**config.mk**
```make
export PLATFORM = sky130hd
export DESIGN_NAME = dma_addr_cnt_engine
export DESIGN_NICKNAME = d
export VERILOG_FILES = /design/src/rtl/dma_eng_pkg.sv /design/src/rtl/dma_chan_slot.sv /design/src/rtl/dma_eop_gate.sv /design/src/rtl/dma_width_sel.sv /design/src/rtl/dma_addr_cnt_engine.sv
export SDC_FILE = /design/constraint.sdc
export NUM_CORES = 1
export LEC_CHECK = 0
export BUFFER_PORTS_ARGS = -buffer_cell sky130_fd_sc_hd__buf_2
export CAP_MARGIN = 30
export CORE_MARGIN = 4
export CORE_UTILIZATION = 50
export DETAILED_ROUTE_END_ITERATION = 10
export GPL_TIMING_DRIVEN = 0
export PLACE_DENSITY = 0.7
export REMOVE_ABC_BUFFERS = 1
export SLEW_MARGIN = 40
export SYNTH_ARGS = -nofsm -noshare
export SYNTH_HDL_FRONTEND = slang
export SYNTH_SLANG_ARGS = --single-unit
export TNS_END_PERCENT = 30
```
**constraint.sdc**
```tcl
create_clock -name clk -period 5.21 [get_ports clk]
set_clock_uncertainty 0.1 [all_clocks]
set_input_delay 0.2605 -clock clk [delete_from_list [all_inputs] [get_ports clk]]
set_output_delay 0.2605 -clock clk [all_outputs]
set_load 0.005 [all_outputs]
```
**src/rtl/dma_eng_pkg.sv**
```systemverilog
package dma_eng_pkg;
  localparam int AW = 16;

  typedef enum logic [1:0] {
    PH_IDLE = 2'd0,
    PH_S1   = 2'd1,
    PH_S2   = 2'd2,
    PH_ACT  = 2'd3
  } phase_t;

  function automatic logic [AW-1:0] step_size(input logic wide);
    return wide ? AW'(2) : AW'(1);
  endfunction

  function automatic logic [AW-1:0] next_addr(input logic [AW-1:0] addr,
                                              input logic dn, input logic wide);
    return dn ? (addr - step_size(wide)) : (addr + step_size(wide));
  endfunction

  function automatic logic [AW-1:0] next_cnt(input logic [AW-1:0] cnt,
                                             input logic wide);
    return cnt - step_size(wide);
  endfunction

  function automatic logic cnt_underflow(input logic [AW-1:0] cnt,
                                         input logic wide);
    return cnt < step_size(wide);
  endfunction
endpackage

```
**src/rtl/dma_chan_slot.sv**
```systemverilog
module dma_chan_slot
  import dma_eng_pkg::*;
(
  input  logic          clk,
  input  logic          rst_n,
  input  logic          ld_i,
  input  logic [AW-1:0] ld_addr_i,
  input  logic [AW-1:0] ld_cnt_i,
  input  logic          step_i,
  input  logic          wide_i,
  input  logic          dn_i,
  input  logic          auto_i,
  input  logic          ext_end_i,
  output logic [AW-1:0] addr_o,
  output logic [AW-1:0] cnt_o,
  output logic          mask_o,
  output logic          tc_o
);
  logic [AW-1:0] base_addr_q, base_cnt_q, cur_addr_q, cur_cnt_q;
  logic          mask_q;
  logic          uf_hit, end_evt;

  assign uf_hit  = step_i && cnt_underflow(cur_cnt_q, wide_i);
  assign end_evt = uf_hit || ext_end_i;

  always_ff @(posedge clk) begin
    if (!rst_n) begin
      base_addr_q <= '0;
      base_cnt_q  <= '0;
      cur_addr_q  <= '0;
      cur_cnt_q   <= '0;
      mask_q      <= 1'b1;
    end else if (ld_i) begin
      base_addr_q <= ld_addr_i;
      base_cnt_q  <= ld_cnt_i;
      cur_addr_q  <= ld_addr_i;
      cur_cnt_q   <= ld_cnt_i;
      mask_q      <= 1'b0;
    end else begin
      if (step_i) begin
        cur_addr_q <= next_addr(cur_addr_q, dn_i, wide_i);
        cur_cnt_q  <= next_cnt(cur_cnt_q, wide_i);
      end
      if (end_evt) begin
        if (auto_i) begin
          cur_addr_q <= base_addr_q;
          cur_cnt_q  <= base_cnt_q;
        end else begin
          mask_q <= 1'b1;
        end
      end
    end
  end

  assign addr_o = cur_addr_q;
  assign cnt_o  = cur_cnt_q;
  assign mask_o = mask_q;
  assign tc_o   = uf_hit;


  load_arm_chk: assert property (@(posedge clk) disable iff (!rst_n)
    ld_i |=> (!mask_q && cur_addr_q == base_addr_q && cur_cnt_q == base_cnt_q));


  step_dist_chk: assert property (@(posedge clk) disable iff (!rst_n)
    (step_i && !end_evt && !ld_i) |=>
      (($past(cur_cnt_q) - cur_cnt_q) ==
       ($past(dn_i) ? ($past(cur_addr_q) - cur_addr_q)
                    : (cur_addr_q - $past(cur_addr_q)))));


  end_mask_chk: assert property (@(posedge clk) disable iff (!rst_n)
    (end_evt && !auto_i && !ld_i) |=> mask_q);


  reload_chk: assert property (@(posedge clk) disable iff (!rst_n)
    (end_evt && auto_i && !ld_i) |=>
      (cur_addr_q == $past(base_addr_q) && cur_cnt_q == $past(base_cnt_q)
       && mask_q == $past(mask_q)));
endmodule

```
**src/rtl/dma_eop_gate.sv**
```systemverilog
module dma_eop_gate
  import dma_eng_pkg::*;
(
  input  logic       clk,
  input  logic       rst_n,
  input  logic [1:0] phase_i,
  input  logic       eop_req_i,
  output logic       act_o
);
  phase_t phase;
  logic   held_q;

  assign phase = phase_t'(phase_i);
  assign act_o = held_q && (phase == PH_S2);

  always_ff @(posedge clk) begin
    if (!rst_n)                held_q <= 1'b0;
    else if (phase == PH_IDLE) held_q <= 1'b0;
    else                       held_q <= (held_q && !act_o) || eop_req_i;
  end


  idle_drop_chk: assert property (@(posedge clk) disable iff (!rst_n)
    (phase == PH_IDLE) |=> !held_q);


  active_origin_chk: assert property (@(posedge clk) disable iff (!rst_n)
    act_o |-> $past(phase != PH_IDLE));
endmodule

```
**src/rtl/dma_width_sel.sv**
```systemverilog
module dma_width_sel
  import dma_eng_pkg::*;
#(
  parameter int NCH = 4,
  localparam int CW = $clog2(NCH)
) (
  input  logic           clk,
  input  logic           rst_n,
  input  logic           wide_i,
  input  logic           m2m_i,
  input  logic [CW-1:0]  act_ch_i,
  input  logic [NCH-1:0] w16_i,
  input  logic [1:0]     phase_i,
  output logic           eff16_o,
  output logic           dwle_o,
  output logic           dwle_oe_o
);
  logic in_pair, pair16;

  assign in_pair = m2m_i && (act_ch_i <= CW'(1));
  assign pair16  = w16_i[0] | w16_i[1];
  assign eff16_o = wide_i && (in_pair ? pair16 : w16_i[act_ch_i]);

  always_comb begin
    if (!wide_i)                          dwle_o = 1'b0;
    else if (phase_t'(phase_i) == PH_S1)  dwle_o = !eff16_o;
    else                                  dwle_o = m2m_i && eff16_o;
  end
  assign dwle_oe_o = wide_i;


  pair_rule_chk: assert property (@(posedge clk) disable iff (!rst_n)
    (wide_i && in_pair && !eff16_o) |-> (w16_i[1:0] == 2'b00));


  oe_gate_chk: assert property (@(posedge clk) disable iff (!rst_n)
    !dwle_oe_o |-> !dwle_o);
endmodule

```
**src/rtl/dma_addr_cnt_engine.sv**
```systemverilog
module dma_addr_cnt_engine
  import dma_eng_pkg::*;
#(
  parameter int NCH = 4,
  localparam int CW = $clog2(NCH)
) (
  input  logic           clk,
  input  logic           rst_n,
  input  logic           ld_i,
  input  logic [CW-1:0]  ld_ch_i,
  input  logic [AW-1:0]  ld_addr_i,
  input  logic [AW-1:0]  ld_cnt_i,
  input  logic           xfer_done_i,
  input  logic [CW-1:0]  act_ch_i,
  input  logic [NCH-1:0] dir_dn_i,
  input  logic [NCH-1:0] auto_init_i,
  input  logic [NCH-1:0] width16_i,
  input  logic           wide_mode_i,
  input  logic           m2m_i,
  input  logic [1:0]     phase_i,
  input  logic           ext_eop_i,
  output logic [AW-1:0]  cur_addr_o,
  output logic [AW-1:0]  cur_cnt_o,
  output logic [NCH-1:0] mask_o,
  output logic           tc_o,
  output logic           eop_o,
  output logic           dwle_o,
  output logic           dwle_oe_o
);
  logic [AW-1:0]  addr_w [NCH];
  logic [AW-1:0]  cnt_w  [NCH];
  logic [NCH-1:0] tc_hit_w;
  logic           eff16_w, eop_act_w;
  logic           tc_q, eop_q;

  dma_eop_gate u_eop (
    .clk(clk), .rst_n(rst_n), .phase_i(phase_i),
    .eop_req_i(ext_eop_i), .act_o(eop_act_w)
  );

  dma_width_sel #(.NCH(NCH)) u_width (
    .clk(clk), .rst_n(rst_n), .wide_i(wide_mode_i), .m2m_i(m2m_i),
    .act_ch_i(act_ch_i), .w16_i(width16_i), .phase_i(phase_i),
    .eff16_o(eff16_w), .dwle_o(dwle_o), .dwle_oe_o(dwle_oe_o)
  );

  for (genvar g = 0; g < NCH; g++) begin : g_chan
    logic sel;
    assign sel = (act_ch_i == CW'(g));
    dma_chan_slot u_slot (
      .clk(clk), .rst_n(rst_n),
      .ld_i(ld_i && (ld_ch_i == CW'(g))),
      .ld_addr_i(ld_addr_i), .ld_cnt_i(ld_cnt_i),
      .step_i(xfer_done_i && sel),
      .wide_i(eff16_w),
      .dn_i(dir_dn_i[g]), .auto_i(auto_init_i[g]),
      .ext_end_i(eop_act_w && sel),
      .addr_o(addr_w[g]), .cnt_o(cnt_w[g]),
      .mask_o(mask_o[g]), .tc_o(tc_hit_w[g])
    );
  end

  always_ff @(posedge clk) begin
    if (!rst_n) begin
      tc_q  <= 1'b0;
      eop_q <= 1'b0;
    end else begin
      tc_q  <= |tc_hit_w;
      eop_q <= (|tc_hit_w) || eop_act_w;
    end
  end

  assign cur_addr_o = addr_w[act_ch_i];
  assign cur_cnt_o  = cnt_w[act_ch_i];
  assign tc_o       = tc_q;
  assign eop_o      = eop_q;


  tc_implies_eop_chk: assert property (@(posedge clk) disable iff (!rst_n)
    tc_o |-> eop_o);


  single_tc_chk: assert property (@(posedge clk) disable iff (!rst_n)
    $onehot0(tc_hit_w));
endmodule

```
==> metrics.csv, run 1 <==
stage,metric,value,unit
outcome,status,"finished, final reports clean",
timing,fin_setup_tns,0,ps
detailed_routing,drc,0,
synth,netlist.area_leader.share,34.37,%
floorplanning,die_area,0.03350,mm^2
finish,final_nets,2123,
synth,avgSynthCellArea,7.929,um^2
clock_tree,cts_sinks,263,
clock_tree,cts_resized,0,
critical_path,arrival,5230,ps
finish,final_common_cell,nand2_1,
floorplanning,die_w,183.0,um
worst_hold_path,min_path_cells,2,
timing,finalCritPeriodShare,93.57,%
global_route,grt_max_degree,105,
critical_path,worst_r2r_path_depth,12,
synth,syn_area,0.01532,mm^2
detailed_routing,first_iter_violations,1098,
critical_path,required,5560,ps
place,place_area,0.01622,mm^2
finish,final_area,0.01787,mm^2
floorplanning,initial_core_util,51.14,%
finish,area_growth,16.64,%
detailed_routing,via_per_inst,6.030,
flow_run,drv_cap,0,
synth,ys_ff_latch,263,
clock_tree,clockRootBuffer,clkbuf_16,
floorplanning,die_height,183.0,um
place,gp_congestion,0.8442,
timing,setup_violations,0,
synth,netlist_instances,1932,
synth,yosys_most_used_dff,dfxtp_1,
power_and_ir_drop,irDropWorstVdd,0.3823,mV
detailed_routing,vias,14500,
synth,synth.distinct_cells,73,
global_route,grt_use_total,26.45,%
synth,postSynth.asyncResetShare,0,%
timing,hold_viol,0,
global_route,antenna_found_initial,1,
synth,yosys.area.top_type,dfxtp_1,
floorplanning,row_count,63,
timing,slew_headroom,43.28,%
clock_tree,hold_buffers,39,
timing,period_needed,4875,ps
critical_path,start_kind,primary input,
clock_tree,cts_setup_buffers,0,
finish,drive_gt1_share,12.21,%
timing,rsz0062_at_grt,no,
timing,fmax,205.1,MHz
clock_tree,cts_tree,done,
detailed_routing,ant_nets,0,
critical_path,crit_chain,buf_4 > inv_1 > nand2_1 > nand2b_1 > o311ai_2 > nand2_1 > inv_1 > ha_1 > nor2b_1 > o31a_1 > o41ai_1 > o21ai_0 > o31ai_1 > o21ai_0 > a311oi_1 > mux2i_1 > nor2_1,
detailed_routing,routedWlPerCell,18.84,um
critical_path,critPathLaunch,act_ch_i[1],
synth,yosys_warnings,0,
synth,synth_edf_count,0,
clock_tree,clk_latency,590,ps
critical_path,r2r_slack,1400,ps
finish,num_antenna_cells,0,
place,dp_hpwl,30.73,mm
global_route,first_global_vias,13990,
synth,synth_area_leaders,"dfxtp_1, nand2_1, a21oi_1",
clock_tree,clk_pin_slew_worst_paths,60,ps
worst_hold_path,hp-start,rst_n,
floorplanning,coreArea,0.02995,mm^2
place,io_buffers,96,
finish,final_cell_mix,"nand2_1, a21oi_1, dfxtp_1",
floorplanning,io_pins,97,
critical_path,worst-path-max-fanout,44,
power_and_ir_drop,powerDensity,337.8,mW/mm^2
critical_path,cp-end-kind,register,
worst_hold_path,hold_path_class,in -> reg,
synth,yosysSeqAreaShare,34.37,%
critical_path,cpMaxStageDelayCell,o41ai_1,
critical_path,reg2reg_from,g_chan[1].u_slot.cnt_o[0],
critical_path,crit_type,in -> reg,
detailed_routing,firstDrtPassIters,5,
worst_hold_path,min_to,g_chan[1].u_slot.mask_o,
global_route,grt_pass1_wl,73.65,mm
clock_tree,cts_buffers,30,
critical_path,r2r_end,g_chan[1].u_slot.addr_o[0],
clock_tree,clockBufferDepth,3,
timing,worstMarginPinSlew,843.0,ps
power_and_ir_drop,leakage,0.007222,uW
critical_path,critPathMaxStageDelay,670,ps
timing,slew_viol_final,0,
timing,holdWs,105.9,ps
detailed_routing,wirelength,45.30,mm
global_route,grt-ovfl-total,0,
clock_tree,htreeDepth,1,
Yosys cell counts, types with 6 or more instances:
cell	instances
nand2_1	452
a21oi_1	269
dfxtp_1	263
o211ai_1	122
clkbuf_1	113
nor2_1	73
ha_1	68
o21ai_0	68
xnor2_1	55
inv_1	39
mux4_2	33
nor3_1	30
nand3_1	24
xor2_1	24
a21o_1	20
nor2b_1	19
o21a_1	18
o311ai_0	16
or3_1	16
nand2b_1	13
nor4_1	13
a31oi_1	9
and3_1	9
buf_1	9
a21boi_0	8
fa_1	8
a211oi_1	7
and2_1	7
mux2_2	7
o31ai_1	7
or2_2	7
or4_1	7
a41oi_1	6
final cells by class:
cell class	count	area [um^2]
Clock buffer	35	799.5
Clock inverter	21	439.2
Fill cell	2605	12090
Inverter	40	157.7
Multi-Input combinational cell	1495	9477
Sequential cell	263	5265
Tap cell	390	488.0
Timing Repair Buffer	160	1242
state kept, by name, indices dropped and copies added (netlist names):
register / count
g_chan.u_slot.addr_o: 64
g_chan.u_slot.base_addr_q: 64
eop_o: 1
tc_o: 1
g_chan.u_slot.cnt_o: 64
g_chan.u_slot.mask_o: 4
u_eop.held_q: 1
g_chan.u_slot.base_cnt_q: 64
worst max-delay path by stage:
stage                                  endpoint  slack, ps  cells past startpoint
floorplan           g_chan[0].u_slot.addr_o[14]       -210                     15
global placement    g_chan[0].u_slot.addr_o[14]      -3090                     16
detailed placement  g_chan[2].u_slot.addr_o[14]       -300                     16
CTS                 g_chan[2].u_slot.addr_o[14]        270                     16
global route        g_chan[0].u_slot.addr_o[15]         90                     17
finish              g_chan[0].u_slot.addr_o[15]        330                     17
critical path, delay by kind of cell:
| kind | cells | cell delay [ps] |
|---|---|---|
| compound gates | 7 | 2690 |
| fa+ha+maj | 1 | 210 |
| buf+inv | 3 | 980 |
| mux | 1 | 230 |
| simple gates | 5 | 830 |
per-stage QoR:
step	util [%]	power (uW)	setup slack, ps	std cells
global route	59.65	6283	85.07	2404
CTS	59.57	6044	273.5	2403
finish	59.65	6035	334.9	2404
detailed placement	54.14	3396	-302.4	2308
floorplan	-	3037	-206.7	1798
global placement	52.54	3339	-3094	2284
metal layers:
layer  vias to the layer above  wire (um)  global-route usage [%]
li1                       7046          -                       -
met1                      6922      20080                   35.92
met2                       454      21480                   45.14
met3                        73       2677                   3.213
met4                         2       1046                   6.496
met5                         -         13                       0
kinds of logic after synthesis:
logic type | after synthesis | share of synthesized area [%]
buffers and inverters | 174 | 4.565
muxes | 45 | 5.693
AOI/OAI and AO/OA | 600 | 24.43
DFF | 263 | 34.37
xor gates and xnor gates | 79 | 4.516
adders and majority gates | 76 | 6.599
and+or+nand+nor | 695 | 19.83
report_power, final:
| part | switching, uW | total (uW) | leakage [uW] | internal (uW) |
|---|---|---|---|---|
| Clock | 937 | 2630 | 0.000599 | 1700 |
| Combinational | 630 | 1150 | 0.00448 | 516 |
| Sequential | 119 | 2250 | 0.00214 | 2140 |
(Power assumes the default switching activity.)
==> run 2: changes to the inputs <==
--- a/config.mk
+++ b/config.mk
@@ -11,8 +11,9 @@
 export CORE_UTILIZATION = 50
 export DETAILED_ROUTE_END_ITERATION = 10
 export GPL_TIMING_DRIVEN = 0
-export PLACE_DENSITY = 0.7
+export PLACE_DENSITY = 0.68
 export REMOVE_ABC_BUFFERS = 1
+export SETUP_SLACK_MARGIN = 0.5
 export SLEW_MARGIN = 40
 export SYNTH_ARGS = -nofsm -noshare
 export SYNTH_HDL_FRONTEND = slang
==> constraint.sdc (replaced) <==
create_clock -name clk -period 5.7 [get_ports clk]
set_clock_uncertainty 0.1 [all_clocks]
set_input_delay 0.285 -clock clk [delete_from_list [all_inputs] [get_ports clk]]
set_output_delay 0.285 -clock clk [all_outputs]
set_load 0.005 [all_outputs]
==> metrics.csv, run 2 (same netlist as run 1, synthesis figures left out) <==
stage,metric,value,unit
outcome,status,"finished, final reports clean",
timing,period_needed,4926,ps
finish,num_antenna_cells,0,
timing,worstMarginPinSlew,919.7,ps
flow_run,drv_cap,0,
detailed_routing,routedWlPerCell,18.23,um
clock_tree,cts_tree,done,
power_and_ir_drop,total_power,4921,uW
timing,finalCritPeriodShare,86.42,%
detailed_routing,firstDrtPassIters,5,
power_and_ir_drop,p_seq_share,41.9,%
clock_tree,htreeDepth,1,
critical_path,crit_type,in -> reg,
power_and_ir_drop,switching_power,1441,uW
worst_hold_path,min_path_cells,4,
detailed_routing,ant_nets,0,
power_and_ir_drop,clockPowerShare,37.0,%
clock_tree,clockRootBuffer,clkbuf_16,
finish,area_growth,14.34,%
timing,hold_viol,0,
floorplanning,die_area,0.03350,mm^2
timing,fin_setup_tns,0,ps
worst_hold_path,hold_path_class,in -> reg,
power_and_ir_drop,irDropWorstVdd,0.2946,mV
detailed_routing,wirelength,43.65,mm
floorplanning,initial_core_util,51.14,%
place,dp_hpwl,30.59,mm
floorplanning,die_w,183.0,um
global_route,grt_max_degree,93,
finish,final_common_cell,nand2_1,
power_and_ir_drop,p_int,3479,uW
clock_tree,cts_buffers,29,
critical_path,cp-end-kind,register,
detailed_routing,vias,14220,
finish,drive_gt1_share,11.48,%
critical_path,arrival,5260,ps
critical_path,worst-path-max-fanout,63,
clock_tree,clk_pin_slew_worst_paths,60,ps
critical_path,start_kind,primary input,
power_and_ir_drop,swShare,29.29,%
global_route,grt-ovfl-total,0,
power_and_ir_drop,comb_power_share,21.1,%
detailed_routing,first_iter_violations,1122,
timing,fmax,203.0,MHz
clock_tree,clockBufferDepth,3,
finish,final_nets,2119,
floorplanning,die_height,183.0,um
critical_path,r2r_slack,1890,ps
floorplanning,io_pins,97,
clock_tree,cts_sinks,263,
finish,fill_cells,2686,
timing,setup_violations,0,
global_route,first_global_vias,13290,
global_route,grt_use_total,25.56,%
clock_tree,clk_latency,560,ps
timing,rsz0062_at_grt,no,
global_route,antenna_found_initial,0,
detailed_routing,drc,0,
place,io_buffers,96,
timing,slew_viol_final,0,
critical_path,required,6030,ps
floorplanning,coreArea,0.02995,mm^2
power_and_ir_drop,leakage,0.007051,uW
detailed_routing,via_per_inst,5.941,
floorplanning,row_count,63,
timing,slew_headroom,38.12,%
power_and_ir_drop,powerDensity,280.9,mW/mm^2
global_route,grt_pass1_wl,70.72,mm
place,gp_congestion,0.8465,
critical_path,worst_r2r_path_depth,12,
finish,final_cell_mix,"nand2_1, a21oi_1, dfxtp_1",
## run 2: worst max-delay path: stages
cell and delay [ps]:
buf_4 350, buf_12 280, mux4_2 510, nand2b_1 240, o311ai_2 230, ha_1 260, inv_1 80, fa_1 440
or3_4 440, or3_1 440, or3_1 400, o21a_1 140, nand2b_4 490, mux2_2 450, nand2_1 60, a21oi_1 60
## run 2: power by group through the flow
| stage | combinational [uW] | sequential, uW | clock (uW) |
|---|---|---|---|
| 2_1_floorplan | 714 | 2060 | 0 |
| 3_3_place_gp | 957 | 2100 | 0 |
| 3_5_place_dp | 1000 | 2100 | 0 |
| 4_1_cts | 1030 | 2060 | 1860 |
| 5_1_grt | 1160 | 2080 | 1930 |
| 6_report | 1040 | 2060 | 1820 |
## run 2: final timing paths
kind / from / endpoint
min: auto_init_i[0] / g_chan[0].u_slot.mask_o
min reg2reg: g_chan[0].u_slot.base_addr_q[0] / g_chan[0].u_slot.base_addr_q[0]
max: act_ch_i[0] / g_chan[1].u_slot.addr_o[0]
max reg2reg: g_chan[1].u_slot.cnt_o[0] / g_chan[1].u_slot.addr_o[0]
## run 2: timing repair
action / in CTS / in global routing
gates resized for setup: 0 / 1
endpoints found under the setup margin: 0 / 1
hold buffers: 38 / 0
buffers inserted: 0 / 0
endpoints found under the hold margin: 246 / 0
## run 2: cell type report
class | instances | area, um^2 | share of cell area (%)
Sequential cell | 263 | 5265 | 30.06
Tap cell | 390 | 488.0 | 2.786
Timing Repair Buffer | 157 | 1222 | 6.979
Clock inverter | 5 | 65.06 | 0.3714
Inverter | 40 | 157.7 | 0.9000
Clock buffer | 44 | 842.1 | 4.807
Multi-Input combinational cell | 1495 | 9477 | 54.10
## run 2: per-stage QoR
stage          area, um^2  utilization [%]  hold WS [ps]  cells  setup WS (ps)
2_1_floorplan       14770                -         246.9   1798          258.8
3_3_place_gp        15740            52.54         338.5   2284          -2722
3_5_place_dp        16210            54.10         343.7   2306          163.0
4_1_cts             17490            58.40         3.760   2393          722.9
5_1_grt             17520            58.48         42.00   2394          505.5
6_report            17520            58.48         22.20   2394          774.1
## run 2: routing by layer
layer	vias up	routed length [um]	global-route usage, %
met5	-	0	0
met4	0	997	6.228
met3	63	2580	3.154
met2	397	20160	42.62
met1	6703	19910	35.54
li1	7060	-	-
